### config.mk
export PLATFORM = sky130hd
export DESIGN_NAME = remap_gcmd_ctrl
export DESIGN_NICKNAME = d
export VERILOG_FILES = /design/src/rtl/gcs_pkg.sv /design/src/rtl/gcs_regbus_dec.sv /design/src/rtl/gcs_flush_ctl.sv /design/src/rtl/gcs_qinv_ctl.sv /design/src/rtl/gcs_irq_drain.sv /design/src/rtl/remap_gcmd_ctrl.sv
export SDC_FILE = /design/constraint.sdc
export NUM_CORES = 1
export LEC_CHECK = 0
export BUFFER_PORTS_ARGS = -buffer_cell sky130_fd_sc_hd__buf_4
export CAP_MARGIN = 20
export CORE_MARGIN = 4
export CORE_UTILIZATION = 30
export CTS_CLUSTER_DIAMETER = 40
export DETAILED_ROUTE_END_ITERATION = 7
export HOLD_SLACK_MARGIN = 0.15
export PLACE_DENSITY_LB_ADDON = 0.12
export SYNTH_ARGS = -nofsm -noshare
export SYNTH_HDL_FRONTEND = slang
export SYNTH_SLANG_ARGS = --single-unit
### constraint.sdc
create_clock -name clk -period 2.1 [get_ports clk]
set_clock_uncertainty 0.15 [all_clocks]
set_input_delay 0.105 -clock clk [delete_from_list [all_inputs] [get_ports clk]]
set_output_delay 0.105 -clock clk [all_outputs]
set_load 0.02 [all_outputs]
### src/rtl/gcs_pkg.sv
package gcs_pkg;

   typedef enum logic [1:0] {
      SEL_NONE = 2'd0,
      SEL_CMD  = 2'd1,
      SEL_STS  = 2'd2
   } gcs_sel_e;

   typedef struct packed {
      logic flush_busy;
      logic qinv_on;
      logic irmap_on;
   } gcs_status_t;

   typedef struct packed {
      logic flush;
      logic qinv;
      logic irmap;
   } gcs_cmd_t;

endpackage

### src/rtl/gcs_regbus_dec.sv
module gcs_regbus_dec
   import gcs_pkg::*;
#(
   parameter int          ADDR_W    = 8,
   parameter int          DATA_W    = 32,
   parameter logic [31:0] CMD_OFF   = 32'h18,
   parameter logic [31:0] STS_OFF   = 32'h1C,
   parameter int          FLUSH_BIT = 27,
   parameter int          QINV_BIT  = 26,
   parameter int          IRMAP_BIT = 25,
   parameter bit          READ_REG  = 1'b1
) (
   input  logic              clk,
   input  logic              rst_n,
   input  logic              wr_i,
   input  logic              rd_i,
   input  logic [ADDR_W-1:0] addr_i,
   input  logic [DATA_W-1:0] wdata_i,
   input  gcs_status_t       sts_i,
   output logic              cmd_wr_o,
   output gcs_cmd_t          cmd_o,
   output logic [DATA_W-1:0] rdata_o
);

   localparam logic [ADDR_W-1:0] CMD_A = CMD_OFF[ADDR_W-1:0];
   localparam logic [ADDR_W-1:0] STS_A = STS_OFF[ADDR_W-1:0];

   gcs_sel_e          sel;
   logic [DATA_W-1:0] rd_mux;

   always_comb begin
      if (addr_i == CMD_A)      sel = SEL_CMD;
      else if (addr_i == STS_A) sel = SEL_STS;
      else                      sel = SEL_NONE;
   end

   // Only the command register accepts writes; the status register is read-only.
   assign cmd_wr_o    = wr_i && (sel == SEL_CMD);
   assign cmd_o.flush = wdata_i[FLUSH_BIT];
   assign cmd_o.qinv  = wdata_i[QINV_BIT];
   assign cmd_o.irmap = wdata_i[IRMAP_BIT];

   always_comb begin
      rd_mux = '0;
      if (sel == SEL_STS) begin
         rd_mux[FLUSH_BIT] = sts_i.flush_busy;
         rd_mux[QINV_BIT]  = sts_i.qinv_on;
         rd_mux[IRMAP_BIT] = sts_i.irmap_on;
      end
   end

   generate
      if (READ_REG) begin : g_rd_reg
         logic [DATA_W-1:0] rdata_q;
         always_ff @(posedge clk or negedge rst_n) begin
            if (!rst_n)    rdata_q <= '0;
            else if (rd_i) rdata_q <= rd_mux;
            else           rdata_q <= '0;
         end
         assign rdata_o = rdata_q;
      end else begin : g_rd_comb
         assign rdata_o = rd_i ? rd_mux : '0;
      end
   endgenerate

endmodule

### src/rtl/gcs_flush_ctl.sv
module gcs_flush_ctl (
   input  logic clk,
   input  logic rst_n,
   input  logic start_i,
   input  logic done_i,
   output logic busy_o
);

   logic busy_q;

   always_ff @(posedge clk or negedge rst_n) begin
      if (!rst_n)                  busy_q <= 1'b0;
      else if (busy_q && done_i)   busy_q <= 1'b0;
      else if (!busy_q && start_i) busy_q <= 1'b1;
   end

   assign busy_o = busy_q;

endmodule

### src/rtl/gcs_qinv_ctl.sv
module gcs_qinv_ctl (
   input  logic clk,
   input  logic rst_n,
   input  logic wr_i,
   input  logic val_i,
   input  logic idle_i,
   output logic en_o,
   output logic sts_o
);

   logic req_q;
   logic sts_q;

   always_ff @(posedge clk or negedge rst_n) begin
      if (!rst_n)    req_q <= 1'b0;
      else if (wr_i) req_q <= val_i;
   end

   always_ff @(posedge clk or negedge rst_n) begin
      if (!rst_n)      sts_q <= 1'b0;
      else if (idle_i) sts_q <= req_q;
   end

   assign en_o  = req_q;
   assign sts_o = sts_q;

endmodule

### src/rtl/gcs_irq_drain.sv
module gcs_irq_drain #(
   parameter int CNT_W = 3
) (
   input  logic             clk,
   input  logic             rst_n,
   input  logic             wr_i,
   input  logic             val_i,
   input  logic             accept_i,
   input  logic             complete_i,
   output logic             stall_o,
   output logic             active_o,
   output logic             target_o,
   output logic [CNT_W-1:0] inflight_o
);

   localparam logic [CNT_W-1:0] CNT_MAX = {CNT_W{1'b1}};

   logic             target_q;
   logic             active_q;
   logic [CNT_W-1:0] cnt_q;
   logic             change_pend;
   logic             cnt_full;
   logic             cnt_zero;
   logic             acc_ok;
   logic             cmp_ok;

   assign change_pend = (target_q != active_q);
   assign cnt_full    = (cnt_q == CNT_MAX);
   assign cnt_zero    = (cnt_q == '0);
   assign stall_o     = change_pend | cnt_full;
   assign acc_ok      = accept_i & ~stall_o;
   assign cmp_ok      = complete_i & ~cnt_zero;

   always_ff @(posedge clk or negedge rst_n) begin
      if (!rst_n)    target_q <= 1'b0;
      else if (wr_i) target_q <= val_i;
   end

   always_ff @(posedge clk or negedge rst_n) begin
      if (!rst_n) cnt_q <= '0;
      else        cnt_q <= cnt_q + CNT_W'(acc_ok) - CNT_W'(cmp_ok);
   end

   // The mode commits only on a transaction boundary: nothing in flight.
   always_ff @(posedge clk or negedge rst_n) begin
      if (!rst_n)                       active_q <= 1'b0;
      else if (change_pend && cnt_zero) active_q <= target_q;
   end

   assign active_o   = active_q;
   assign target_o   = target_q;
   assign inflight_o = cnt_q;

endmodule

### src/rtl/remap_gcmd_ctrl.sv
module remap_gcmd_ctrl
   import gcs_pkg::*;
#(
   parameter int          ADDR_W    = 8,
   parameter int          DATA_W    = 32,
   parameter logic [31:0] CMD_OFF   = 32'h18,
   parameter logic [31:0] STS_OFF   = 32'h1C,
   parameter int          FLUSH_BIT = 27,
   parameter int          QINV_BIT  = 26,
   parameter int          IRMAP_BIT = 25,
   parameter int          CNT_W     = 3,
   parameter bit          READ_REG  = 1'b1
) (
   input  logic              clk,
   input  logic              rst_n,
   input  logic              reg_wr,
   input  logic              reg_rd,
   input  logic [ADDR_W-1:0] reg_addr,
   input  logic [DATA_W-1:0] reg_wdata,
   output logic [DATA_W-1:0] reg_rdata,
   output logic              flush_req,
   input  logic              flush_done,
   output logic              qinv_en,
   input  logic              qinv_idle,
   input  logic              irq_accept,
   input  logic              irq_complete,
   output logic              irq_stall,
   output logic              irmap_active
);

   initial begin
      assert (FLUSH_BIT < DATA_W && QINV_BIT < DATA_W && IRMAP_BIT < DATA_W)
         else $error("command field outside data word");
      assert (FLUSH_BIT != QINV_BIT && FLUSH_BIT != IRMAP_BIT && QINV_BIT != IRMAP_BIT)
         else $error("command fields overlap");
      assert (CNT_W >= 1 && CNT_W <= 16) else $error("CNT_W out of range");
      assert (CMD_OFF != STS_OFF) else $error("register offsets collide");
      assert (ADDR_W >= 2 && ADDR_W <= 32) else $error("ADDR_W out of range");
   end

   logic             cmd_wr;
   gcs_cmd_t         cmd;
   gcs_status_t      sts;
   logic             qinv_sts;
   logic             irmap_target;
   logic [CNT_W-1:0] inflight;

   gcs_regbus_dec #(
      .ADDR_W   (ADDR_W),
      .DATA_W   (DATA_W),
      .CMD_OFF  (CMD_OFF),
      .STS_OFF  (STS_OFF),
      .FLUSH_BIT(FLUSH_BIT),
      .QINV_BIT (QINV_BIT),
      .IRMAP_BIT(IRMAP_BIT),
      .READ_REG (READ_REG)
   ) u_dec (
      .clk     (clk),
      .rst_n   (rst_n),
      .wr_i    (reg_wr),
      .rd_i    (reg_rd),
      .addr_i  (reg_addr),
      .wdata_i (reg_wdata),
      .sts_i   (sts),
      .cmd_wr_o(cmd_wr),
      .cmd_o   (cmd),
      .rdata_o (reg_rdata)
   );

   gcs_flush_ctl u_flush (
      .clk    (clk),
      .rst_n  (rst_n),
      .start_i(cmd_wr && cmd.flush),
      .done_i (flush_done),
      .busy_o (flush_req)
   );

   gcs_qinv_ctl u_qinv (
      .clk   (clk),
      .rst_n (rst_n),
      .wr_i  (cmd_wr),
      .val_i (cmd.qinv),
      .idle_i(qinv_idle),
      .en_o  (qinv_en),
      .sts_o (qinv_sts)
   );

   gcs_irq_drain #(.CNT_W(CNT_W)) u_irq (
      .clk       (clk),
      .rst_n     (rst_n),
      .wr_i      (cmd_wr),
      .val_i     (cmd.irmap),
      .accept_i  (irq_accept),
      .complete_i(irq_complete),
      .stall_o   (irq_stall),
      .active_o  (irmap_active),
      .target_o  (irmap_target),
      .inflight_o(inflight)
   );

   assign sts.flush_busy = flush_req;
   assign sts.qinv_on    = qinv_sts;
   assign sts.irmap_on   = irmap_active;

endmodule

### Yosys cells after proc, flatten, opt, wreduce, memory -nomap -nowiden

Index checks and enable logic that the tools add are counted.
Widths: inputs -> output; s select.

* bits of input ports: 48
* word-level logic and storage cells: 34
* bits in registers: 36
* output and inout port bits: 36

* mux-type cells: 6
* $add $sub $neg: 2
* bitwise operators: 5
* reduce and logical (&&, ||, !) cells: 8
* equal/unequal tests: 6

Operators with widths (number)
* $mux 28: 1
* $eq 8x5->1 const B: 2
* $logic_and 1x1->1: 5
* $mux 2: 2
* $add 3x1->3: 1
* $eq 3x3->1 const B: 1
* $logic_not 3->1: 1
* $mux 3: 1
* $sub 3x1->3: 1
* $and 1x1->1: 2
* $eq 2x1->1 const B: 1
* $eq 2x2->1 const B: 1
* $mux 1: 2
* $not 1->1: 2
* $reduce_bool 2->1: 1
* $logic_not 1->1: 1
* $ne 1x1->1: 1
* $or 1x1->1: 1

### Logic depth before layout (Yosys ltp)

Gate-level depths: netlist of run 1.

* depth in word-level cells: 9
* mapped depth: 8
* mapped depth without buffers: 8

### Hierarchy

Synthesis of run 1 repeated with hierarchy kept, for this count alone.

* cells, all modules: 75
* area total of the unflattened synthesis: 767.0 µm²

By module, submodules not included
* gcs_regbus_dec: area each 387.9 µm², cells each 46, seq. area each 75.1 µm², times used 1
* gcs_irq_drain: area each 262.8 µm², cells each 21, seq. area each 125.1 µm², times used 1
* gcs_qinv_ctl: area each 76.3 µm², cells each 4, seq. area each 50.0 µm², times used 1
* gcs_flush_ctl: area each 33.8 µm², cells each 3, seq. area each 25.0 µm², times used 1
* remap_gcmd_ctrl: area each 6.3 µm², cells each 1, seq. area each 0.0 µm², times used 1

### Least setup slack after synthesis of run 1

Ideal clock, no wire load.

* path type: register -> register
* start point: register u_irq.cnt_q[0], in the netlist u_irq.inflight_o[0]
* end point: register u_irq.cnt_q[2], in the netlist u_irq.inflight_o[2]
* stages on the path, launching flop included: 9
* setup time: 0.123 ns
* data required time: 1.827 ns
* arrival time: 1.795 ns
* path buffers: 0
* setup slack: 0.032 ns
* period minus slack after synthesis: 2.068 ns
* path through: dfrtp_1 nor3_1 nor2b_1 ha_1 inv_1 ha_1 fa_1 xnor2_1 xnor2_1

* longest elaborated chain between the ends: 6
* elaborated cells on any way between the ends: 9
* those cells by class: add/sub: 2; eq/ne: 1; bitwise: 5; reduce/logical: 1

RTL lines
* start, declared: RTL line gcs_irq_drain.sv:20 `logic [CNT_W-1:0] cnt_q;`
* start signal, assigned: RTL line gcs_irq_drain.sv:41 `else cnt_q <= cnt_q + CNT_W'(acc_ok) - CNT_W'(cmp_ok);`
* $eq 3x3->1: RTL line gcs_irq_drain.sv:28 `assign cnt_full = (cnt_q == CNT_MAX);`
* $or 1x1->1: RTL line gcs_irq_drain.sv:30 `assign stall_o = change_pend | cnt_full;`
* $not 1->1: RTL line gcs_irq_drain.sv:31 `assign acc_ok = accept_i & ~stall_o;`
* $and 1x1->1: RTL line gcs_irq_drain.sv:31
* $add 3x1->3: RTL line gcs_irq_drain.sv:41
* $sub 3x1->3 *: RTL line gcs_irq_drain.sv:41

Mark *: on every way between the ends. The rest lies on a longest branch, timed or not.
A chain may end at the register's enable or synchronous reset.

### Worst setup path after layout of run 1

Ends and elaborated chain as after synthesis.

==> impl_metrics.ini, run 1 <==
[status]
status = completed

[worst_setup_path]
cp_max_fo = 2
critical_path.max_stage_delay_ns = 0.39
cp.arrival_ns = 2.08
cp.required_ns = 2.10
path_buf_inv = 1
startpoint_type = flip-flop
crit_path_cell_trace = nor3_2 > nor2b_1 > ha_1 > inv_1 > ha_2 > fa_2 > xnor2_2 > xnor2_1
endpoint_kind = flip-flop
crit_family = adder cells
path_class = reg2reg
crit_slowest_cell = dfrtp_1

[logic_synthesis]
synth-main-ff-cell = dfrtp_1
synthTopCellsByArea = dfrtp_1, buf_4, xnor2_1, ha_1, nor4b_4
synthTopCellsByCount = buf_4, dfrtp_1, inv_1
synth_top_area_cell = dfrtp_1
synth_edf_count = 0
synth.most_common_cell = buf_4
ys_seq_area_share_pct = 37.0
ys_warn_count = 0
synth_cell_types = 20
syn_inst = 70
async_flop_share_pct = 100
avgSynthCellArea_sq_um = 10.6
synth-seq-cells = 11
yosysTopAreaCellShare_pct = 37.0
synth_area_sq_um = 743

[clock_tree]
htree_levels = 1
clk_pin_slew_ns = 0.07
cts_buffers = 3
cts_root_buf = clkbuf_4
clkSinkCount = 11
cts_tree = built
clock_path_buffers = 2
insertion_delay_ns = 0.27

[power]
seqPwrFrac_pct = 32.8
switching_share_pct = 35.6
intPower_uw = 559
comb_power_share_pct = 51.0
ir_drop_mv = 0.638
power_frac_clock_pct = 16.2
p_per_area_nw_per_um2 = 816
p_switching_uw = 309
power_uw = 868
cellLeakagePower_nw = 0.609

[floorplanning]
die_x_um = 57.8
start_util_pct = 32.7
core_sq_um = 2280
num_io_pins = 84
die_y_um = 57.8
rows = 17
fp.dieArea_sq_um = 3340

[global_route]
grt_start_max_net_pins = 12
grt_pass1_wl_um = 2210
grt_pass1_vias = 477
globalRouteOverflowTotal = 0
grt_use_total_pct = 8.79
antenna_found_initial = 0

[placed_design]
dp_hpwl_um = 1130
port_buffers = 25
globalplace.congestion = 0.688

[sta]
finalCritPeriodShare_pct = 98.8
rsz0062_at_grt = true
min_period_ns = 2.07
tightest_slew_ns = 0.520
max_freq_mhz = 482
slew_headroom_pct = 65.3
timing.final.max_slew_violations = 0
hold_ws_ns = 0.153
finalSetupViolCount = 0
timing.setup.tns_ns = 0
report.final.hold_viol_count = 0

[routing]
vias_per_cell = 3.67
drt_iter0_drc = 7
ant_nets = 0
detail_route.first_pass.iterations = 2
drc_errors = 0
routed-via-count = 528
routed_wirelength_um = 1470
wl_per_cell_um = 10.2

[job]
drv_cap = 0

[cells_and_area]
syn2layout_area_growth_pct = 43.1
drive_gt1_share_pct = 37.9
nNetsFinal = 168
antenna_cells = 0

[hold_path]
hold_path.class = in2reg
-- power groups by stage --
stage | Combinational [mW] | Clock (mW) | Sequential, mW
finish | 0.443 | 0.141 | 0.284
floorplan | 0.256 | 0 | 0.291
global route | 0.484 | 0.160 | 0.289
detailed placement | 0.374 | 0 | 0.282
global placement | 0.365 | 0 | 0.284
CTS | 0.403 | 0.151 | 0.284
-- metrics by stage --
stage          setup slack, ns  cells  util (%)  area (sq um)
2_1_floorplan           0.0321     98         -           848
3_3_place_gp            -0.118    126      38.8           883
3_5_place_dp           -0.0727    126      38.8           883
4_1_cts                0.00692    143      46.0          1050
5_1_grt                -0.0442    144      46.7          1060
6_report                0.0260    144      46.7          1060
-- repair_timing --
action	4_1_cts	5_1_grt
resized for setup	2	2
pin swaps	3	4
buffers inserted	1	1
setup endpoints to repair	1	1
hold buffers	12	0
endpoints found under the hold margin	18	0
-- final timing paths --
path | start | to | slack, ns | cells after the start
min in group asynchronous | rst_n | u_qinv.en_o | 0.73 | 3
max reg2reg | u_irq.inflight_o[0] | u_irq.inflight_o[2] | 0.03 | 8
max in group asynchronous | rst_n | u_dec.rdata_o[27] | 0.72 | 3
max | u_irq.inflight_o[0] | u_irq.inflight_o[2] | 0.03 | 8
min reg2reg | u_qinv.sts_o | u_dec.rdata_o[26] | 0.34 | 1
min | reg_rd | u_dec.rdata_o[27] | 0.15 | 3
-- layout by cell type (no fill, tap or decap) --
| cell | instances |
|---|---|
| buf_4 | 31 |
| conb_1 | 29 |
| dlygate4sd3_1 | 12 |
| dfrtp_1 | 11 |
| inv_1 | 5 |
| and2_1 | 3 |
| clkbuf_4 | 3 |
| xnor2_1 | 2 |
| nand2_1 | 2 |
| mux2_2 | 2 |
| mux2_1 | 2 |
| nand3_1 | 1 |
| and3_1 | 1 |
| xnor2_2 | 1 |
| nor4b_4 | 1 |
| nor3b_1 | 1 |
| and4_2 | 1 |
| nand4b_2 | 1 |
| o22ai_1 | 1 |
| nor3_2 | 1 |
| nor2b_1 | 1 |
| fa_2 | 1 |
| ha_1 | 1 |
| ha_2 | 1 |
| clkinv_2 | 1 |
-- worst reg2reg max path, cell delays in order, from the launching register on --
cell and delay, ns:
dfrtp_1 0.39, nor3_2 0.21, nor2b_1 0.07, ha_1 0.27, inv_1 0.04, ha_2 0.18
fa_2 0.38, xnor2_2 0.14, xnor2_1 0.13
-- sequential cells by signal, indices dropped and copies added (netlist names) --
signal	count
u_dec.rdata_o	3
u_flush.busy_o	1
u_irq.active_o	1
u_irq.inflight_o	3
u_irq.target_o	1
u_qinv.en_o	1
u_qinv.sts_o	1
-- cell type report --
type | count | area (sq um)
inverter | 5 | 18.8
clock buffer | 3 | 22.5
sequential | 11 | 275
clock inverter | 1 | 5.00
fill | 221 | 1210
tap | 28 | 35.0
timing repair buffer | 43 | 353
multi-input combinational | 53 | 354
-- per-layer routing --
metal | wire length (um) | part of all wire [%] | vias to the layer above | GRT usage (%)
met4 | 6 | 0.41 | 0 | 0.993
met3 | 161 | 11 | 2 | 4.23
li1 | - | - | 257 | -
met1 | 491 | 33 | 242 | 9.08
met2 | 808 | 55 | 27 | 16.5
met5 | 0 | 0 | - | 0
-- logic make-up after synthesis --
kind of cell             count (synthesis)  share of synthesized area, %
other                                    1                         0.505
multiplexers                             4                          6.06
flip-flops                              11                          37.0
AND/OR/NAND/NOR                         13                          14.1
XOR/XNOR                                 3                          3.54
adder cells (fa/ha/maj)                  3                          6.06
AO/OA/AOI/OAI                            1                         0.842
buffers and inverters                   34                          31.8
Power figures use the tool's default switching activity.
==> run 2: changes to the inputs <==
--- a/config.mk
+++ b/config.mk
@@ -8,7 +8,7 @@
 export BUFFER_PORTS_ARGS = -buffer_cell sky130_fd_sc_hd__buf_4
 export CAP_MARGIN = 20
 export CORE_MARGIN = 4
-export CORE_UTILIZATION = 30
+export CORE_UTILIZATION = 33
 export CTS_CLUSTER_DIAMETER = 40
 export DETAILED_ROUTE_END_ITERATION = 7
 export HOLD_SLACK_MARGIN = 0.15
==> constraint.sdc (replaced) <==
create_clock -name clk -period 1.98 [get_ports clk]
set_clock_uncertainty 0.15 [all_clocks]
set_input_delay 0.099 -clock clk [delete_from_list [all_inputs] [get_ports clk]]
set_output_delay 0.099 -clock clk [all_outputs]
set_load 0.02 [all_outputs]
==> run 2 against run 1 <==
  * The run now ends with setup timing left
  * Count of clock-buffer cells in the layout increased by 1
  * Worst setup slack got worse by 0.10 ns
  * Hold slack improved by 0.18 ns
  * Non-clock buffer count rose by 7
  * Maximum frequency grew 0.90%
  * Final cell count rose by 4.2%
  * Register-to-register slack worse by 0.10 ns
  * Clock power up 4%
  * Global-route usage grew 0.35 points
  * Critical path depth did not move
  * Die area is 7.9% lower
==> impl_metrics.ini, run 2 (synthesized netlist as in run 1, its figures left out) <==
[status]
status = finished with violations
violations = setup timing

[cells_and_area]
multi_input_area_sq_um = 358
fin_area_sq_um = 1120
fill_cells = 201
syn2layout_area_growth_pct = 50.3
antenna_cells = 0
final_cell_mix = buf_4, conb_1, dlygate4sd3_1, dfrtp_1, inv_1
mostFrequentLayoutCell = buf_4
drive_gt1_share_pct = 40.7
nNetsFinal = 175
seq_area_sq_um = 275
final_util_pct = 54.7

[global_route]
grt_start_max_net_pins = 12
grt_use_total_pct = 9.14
antenna_found_initial = 0
grt_pass1_vias = 514
grt_pass1_wl_um = 2210
globalRouteOverflowTotal = 0

[power]
switching_share_pct = 34.0
power_frac_clock_pct = 14.6
comb_power_share_pct = 55.6
p_per_area_nw_per_um2 = 905
p_switching_uw = 344
cellLeakagePower_nw = 0.643
seqPwrFrac_pct = 29.9
intPower_uw = 668
power_mw = 1.01
ir_drop_mv = 0.545

[floorplanning]
num_io_pins = 84
die_y_um = 55.5
core_sq_um = 2040
fp.dieArea_sq_um = 3080
start_util_pct = 36.4
die_x_um = 55.5
rows = 16

[sta]
report.final.hold_viol_count = 0
max_freq_mhz = 486
finalCritPeriodShare_pct = 104
timing.final.max_slew_violations = 0
setup_slack_ns = -0.0756
min_period_ns = 2.06
hold_ws_ns = 0.336
rsz0062_at_grt = true
finalSetupViolCount = 1

[placed_design]
globalplace.congestion = 0.692
placed_area_sq_um = 890
port_buffers = 25

[worst_setup_path]
endpoint_kind = flip-flop
path_buf_inv = 1
cp.arrival_ns = 2.06
critical_path.max_stage_delay_ns = 0.40
crit_path_cell_trace = nor3_2 > nor2b_1 > ha_1 > inv_1 > ha_2 > fa_2 > xnor2_2 > xnor2_1
path_class = reg2reg
reg2reg_setup_slack_ns = -0.08
cp_max_fo = 2
r2r_cells = 8
r2r-end = u_irq.inflight_o[2]
startpoint_type = flip-flop
worstReg2RegStart = u_irq.inflight_o[2]
crit_family = adder cells
crit_slowest_cell = dfrtp_1
cp.required_ns = 1.98

[clock_tree]
clk_pin_slew_ns = 0.07
htree_levels = 1
cts_root_buf = clkbuf_4
cts_tree = built
insertion_delay_ns = 0.26
clock_path_buffers = 2
clkSinkCount = 11
cts_buffers = 3

[job]
drv_cap = 0

[routing]
routed-via-count = 570
routed_wirelength_um = 1470
drc_errors = 0
ant_nets = 0
wl_per_cell_um = 9.79
detail_route.first_pass.iterations = 2
drt_iter0_drc = 3
vias_per_cell = 3.80

[hold_path]
hold_path.class = reg2reg
holdCritStartpoint = u_qinv.sts_o
hold_depth = 1
hold_end = u_dec.rdata_o[26]
run 2: timing repair:
action / in CTS / in global routing
hold buffers: 12 / 0
pin swaps: 2 / 2
hold endpoints to repair: 19 / 0
setup buffers: 8 / 3
resized for setup: 2 / 1
setup endpoints to repair: 1 / 3
run 2: worst max-delay path by stage:
stage	endpoint	depth (start not counted)	start
CTS	u_irq.inflight_o[2]	8	u_irq.inflight_o[0]
finish	u_irq.inflight_o[2]	8	u_irq.inflight_o[2]
floorplan	u_irq.inflight_o[2]	8	u_irq.inflight_o[2]
detailed placement	u_irq.inflight_o[2]	8	u_irq.inflight_o[2]
global route	u_irq.inflight_o[2]	8	u_irq.inflight_o[2]
global placement	u_irq.inflight_o[2]	8	u_irq.inflight_o[2]
run 2: layer usage:
metal  part of all wire, %  vias to the layer above  GRT usage (%)
met5                     0                        -              0
met1                    34                      262           7.83
li1                      -                      275              -
met2                    54                       31           17.2
met4                  0.41                        0           2.08
met3                    12                        2           6.06
run 2: worst reg2reg max path: stages (launching register included):
cell and delay [ns]:
dfrtp_1 0.40, nor3_2 0.21, nor2b_1 0.09, ha_1 0.27, inv_1 0.04, ha_2 0.18, fa_2 0.35, xnor2_2 0.14
xnor2_1 0.12
run 2: power groups by stage:
stage	sequential [mW]	clock (mW)	combinational, mW
3_3_place_gp	0.305	0	0.385
6_report	0.302	0.147	0.562
3_5_place_dp	0.305	0	0.403
4_1_cts	0.301	0.157	0.536
5_1_grt	0.307	0.169	0.602
2_1_floorplan	0.314	0	0.278
run 2: cell type report:
class                           instances  share of cell area, %
Tap cell                               27                   3.02
Inverter                                5                   1.68
Timing Repair Buffer                   50                   36.3
Clock buffer                            4                   2.35
Multi-Input combinational cell         53                   32.0
Sequential cell                        11                   24.6
run 2: per-stage QoR:
stage,setup WS (ns),setup TNS [ns],cells
floorplan,-0.0166,-0.0166,98
global placement,-0.0490,-0.0490,125
detailed placement,-0.0832,-0.0832,125
CTS,-0.0788,-0.0788,149
global route,-0.160,-0.187,150
finish,-0.0756,-0.0756,150
==> run 3: changes to the inputs <==
--- a/config.mk
+++ b/config.mk
@@ -13,6 +13,7 @@
 export DETAILED_ROUTE_END_ITERATION = 7
 export HOLD_SLACK_MARGIN = 0.15
 export PLACE_DENSITY_LB_ADDON = 0.12
+export SETUP_SLACK_MARGIN = 0.2
 export SYNTH_ARGS = -nofsm -noshare
 export SYNTH_HDL_FRONTEND = slang
 export SYNTH_SLANG_ARGS = --single-unit
==> run 3 against run 2 <==
  * The run still ends with setup timing left
  * Highest routed layer is now met3
  * Sequential share of layout area up 1.9 points
  * Sequential power about the same
  * Critical path depth unchanged
==> impl_metrics.ini, run 3 (synthesized netlist as in run 1, its figures left out) <==
[cells_and_area]
antenna_cells = 0
drive_gt1_share_pct = 35.1
nNetsFinal = 166
syn2layout_area_growth_pct = 39.7
final_cell_mix = conb_1, buf_4, dlygate4sd3_1, dfrtp_1, inv_1
fill_cells = 201
fin_area_sq_um = 1040

[job]
drv_cap = 0

[clock_tree]
clock_path_buffers = 2
clk_pin_slew_ns = 0.06
insertion_delay_ns = 0.26
clkSinkCount = 11
htree_levels = 1
cts_tree = built
cts_root_buf = clkbuf_4
cts_buffers = 3

[routing]
drt_iter0_drc = 5
ant_nets = 0
routed_wirelength_um = 1340
routed-via-count = 534
wl_per_cell_um = 9.50
vias_per_cell = 3.79
detail_route.first_pass.iterations = 2
drc_errors = 0

[worst_setup_path]
path_class = reg2reg
cp.arrival_ns = 1.99
cp_max_fo = 2
r2r-end = u_irq.inflight_o[2]
crit_slowest_cell = dfrtp_1
worstReg2RegStart = u_irq.inflight_o[2]
crit_path_cell_trace = nor3_2 > nor2b_1 > ha_1 > inv_1 > ha_2 > fa_2 > xnor2_1 > xnor2_1
r2r_cells = 8
endpoint_kind = flip-flop
crit_top_cell = xnor2_1
crit_start = u_irq.inflight_o[2]
cp.required_ns = 1.98
startpoint_type = flip-flop
reg2reg_setup_slack_ns = -0.02
critical_path.max_stage_delay_ns = 0.39

[floorplanning]
die_x_um = 55.5
rows = 16
start_util_pct = 36.4
fp.dieArea_sq_um = 3080
num_io_pins = 84
core_sq_um = 2040
die_y_um = 55.5

[sta]
max_freq_mhz = 501
min_period_ns = 2.00
timing.final.max_slew_violations = 0
finalCritPeriodShare_pct = 101
rsz0062_at_grt = true
setup_slack_ns = -0.0172
timing.setup.tns_ns = -0.0172
report.final.hold_viol_count = 0
hold_ws_ns = 0.330
finalSetupViolCount = 1

[placed_design]
dp_hpwl_um = 1100
globalplace.congestion = 0.674
port_buffers = 25
placed_area_sq_um = 885

[hold_path]
hold_end = u_dec.rdata_o[26]
hold_path.class = reg2reg
hold_depth = 1
holdCritStartpoint = u_qinv.sts_o

[power]
ir_drop_mv = 0.605
p_per_area_nw_per_um2 = 822
cellLeakagePower_nw = 0.590

[global_route]
globalRouteOverflowTotal = 0
grt_pass1_wl_um = 2170
antenna_found_initial = 0
grt_pass1_vias = 509
grt_start_max_net_pins = 12
grt_use_total_pct = 8.90

[status]
violations = setup timing
status = finished with violations
run 3: cell types whose count changed in the layout (fill, tap and decap cells not counted):
cell     previous run  this run
buf_4              38        29
mux2_2              1         2
mux2_4              1         0
xnor2_1             2         3
xnor2_2             1         0
run 3: where the power goes:
part | internal (mW) | switching [mW] | leakage [nW]
clock | 0.0778 | 0.0659 | 0.0150
sequential | 0.271 | 0.0303 | 0.146
combinational | 0.210 | 0.200 | 0.429
total | 0.558 | 0.296 | 0.590
run 3: cell type report:
type / count / area, sq um / area share, %
Multi-Input combinational cell: 53 / 347 / 33.4
Timing Repair Buffer: 41 / 338 / 32.5
Clock buffer: 4 / 26.3 / 2.53
Sequential cell: 11 / 275 / 26.5
Inverter: 5 / 18.8 / 1.81
Tap cell: 27 / 33.8 / 3.25
run 3: what timing repair did:
| action | 4_1_cts | 5_1_grt |
|---|---|---|
| hold endpoints to repair | 19 | 0 |
| resized for setup | 0 | 0 |
| hold buffers | 12 | 0 |
| setup buffers | 0 | 1 |
| setup endpoints to repair | 2 | 2 |
| pin swaps | 0 | 0 |
run 3: how the worst max path moves through the flow:
stage,to,slack (ns),cells after the start
2_1_floorplan,u_irq.inflight_o[2],0.008,8
3_3_place_gp,u_irq.inflight_o[2],-0.03,8
3_5_place_dp,u_irq.inflight_o[2],-0.02,8
4_1_cts,u_irq.inflight_o[2],-0.04,8
5_1_grt,u_irq.inflight_o[2],-0.15,8
6_report,u_irq.inflight_o[2],-0.02,8
run 3: worst max-delay path: cells and delay by family (launching register included):
family,cells,cell delay (ns)
adders and majority gates,3,0.78
DFF,1,0.39
and+or+nand+nor,2,0.27
xor gates and xnor gates,2,0.26
buffers and inverters,1,0.04
run 3: layer usage:
metal | global-route usage, % | wire, um
met5 | 0 | 0
met4 | 1.04 | 0
met3 | 5.59 | 164
met2 | 16.4 | 732
met1 | 8.53 | 442
run 3: per-stage QoR:
stage,setup slack [ns],instances,util [%],power (mW)
floorplan,0.00829,98,-,0.595
global placement,-0.0269,124,43.3,0.680
detailed placement,-0.0223,124,43.3,0.691
CTS,-0.0385,140,50.5,0.855
global route,-0.150,141,50.9,0.930
finish,-0.0172,141,50.9,0.854
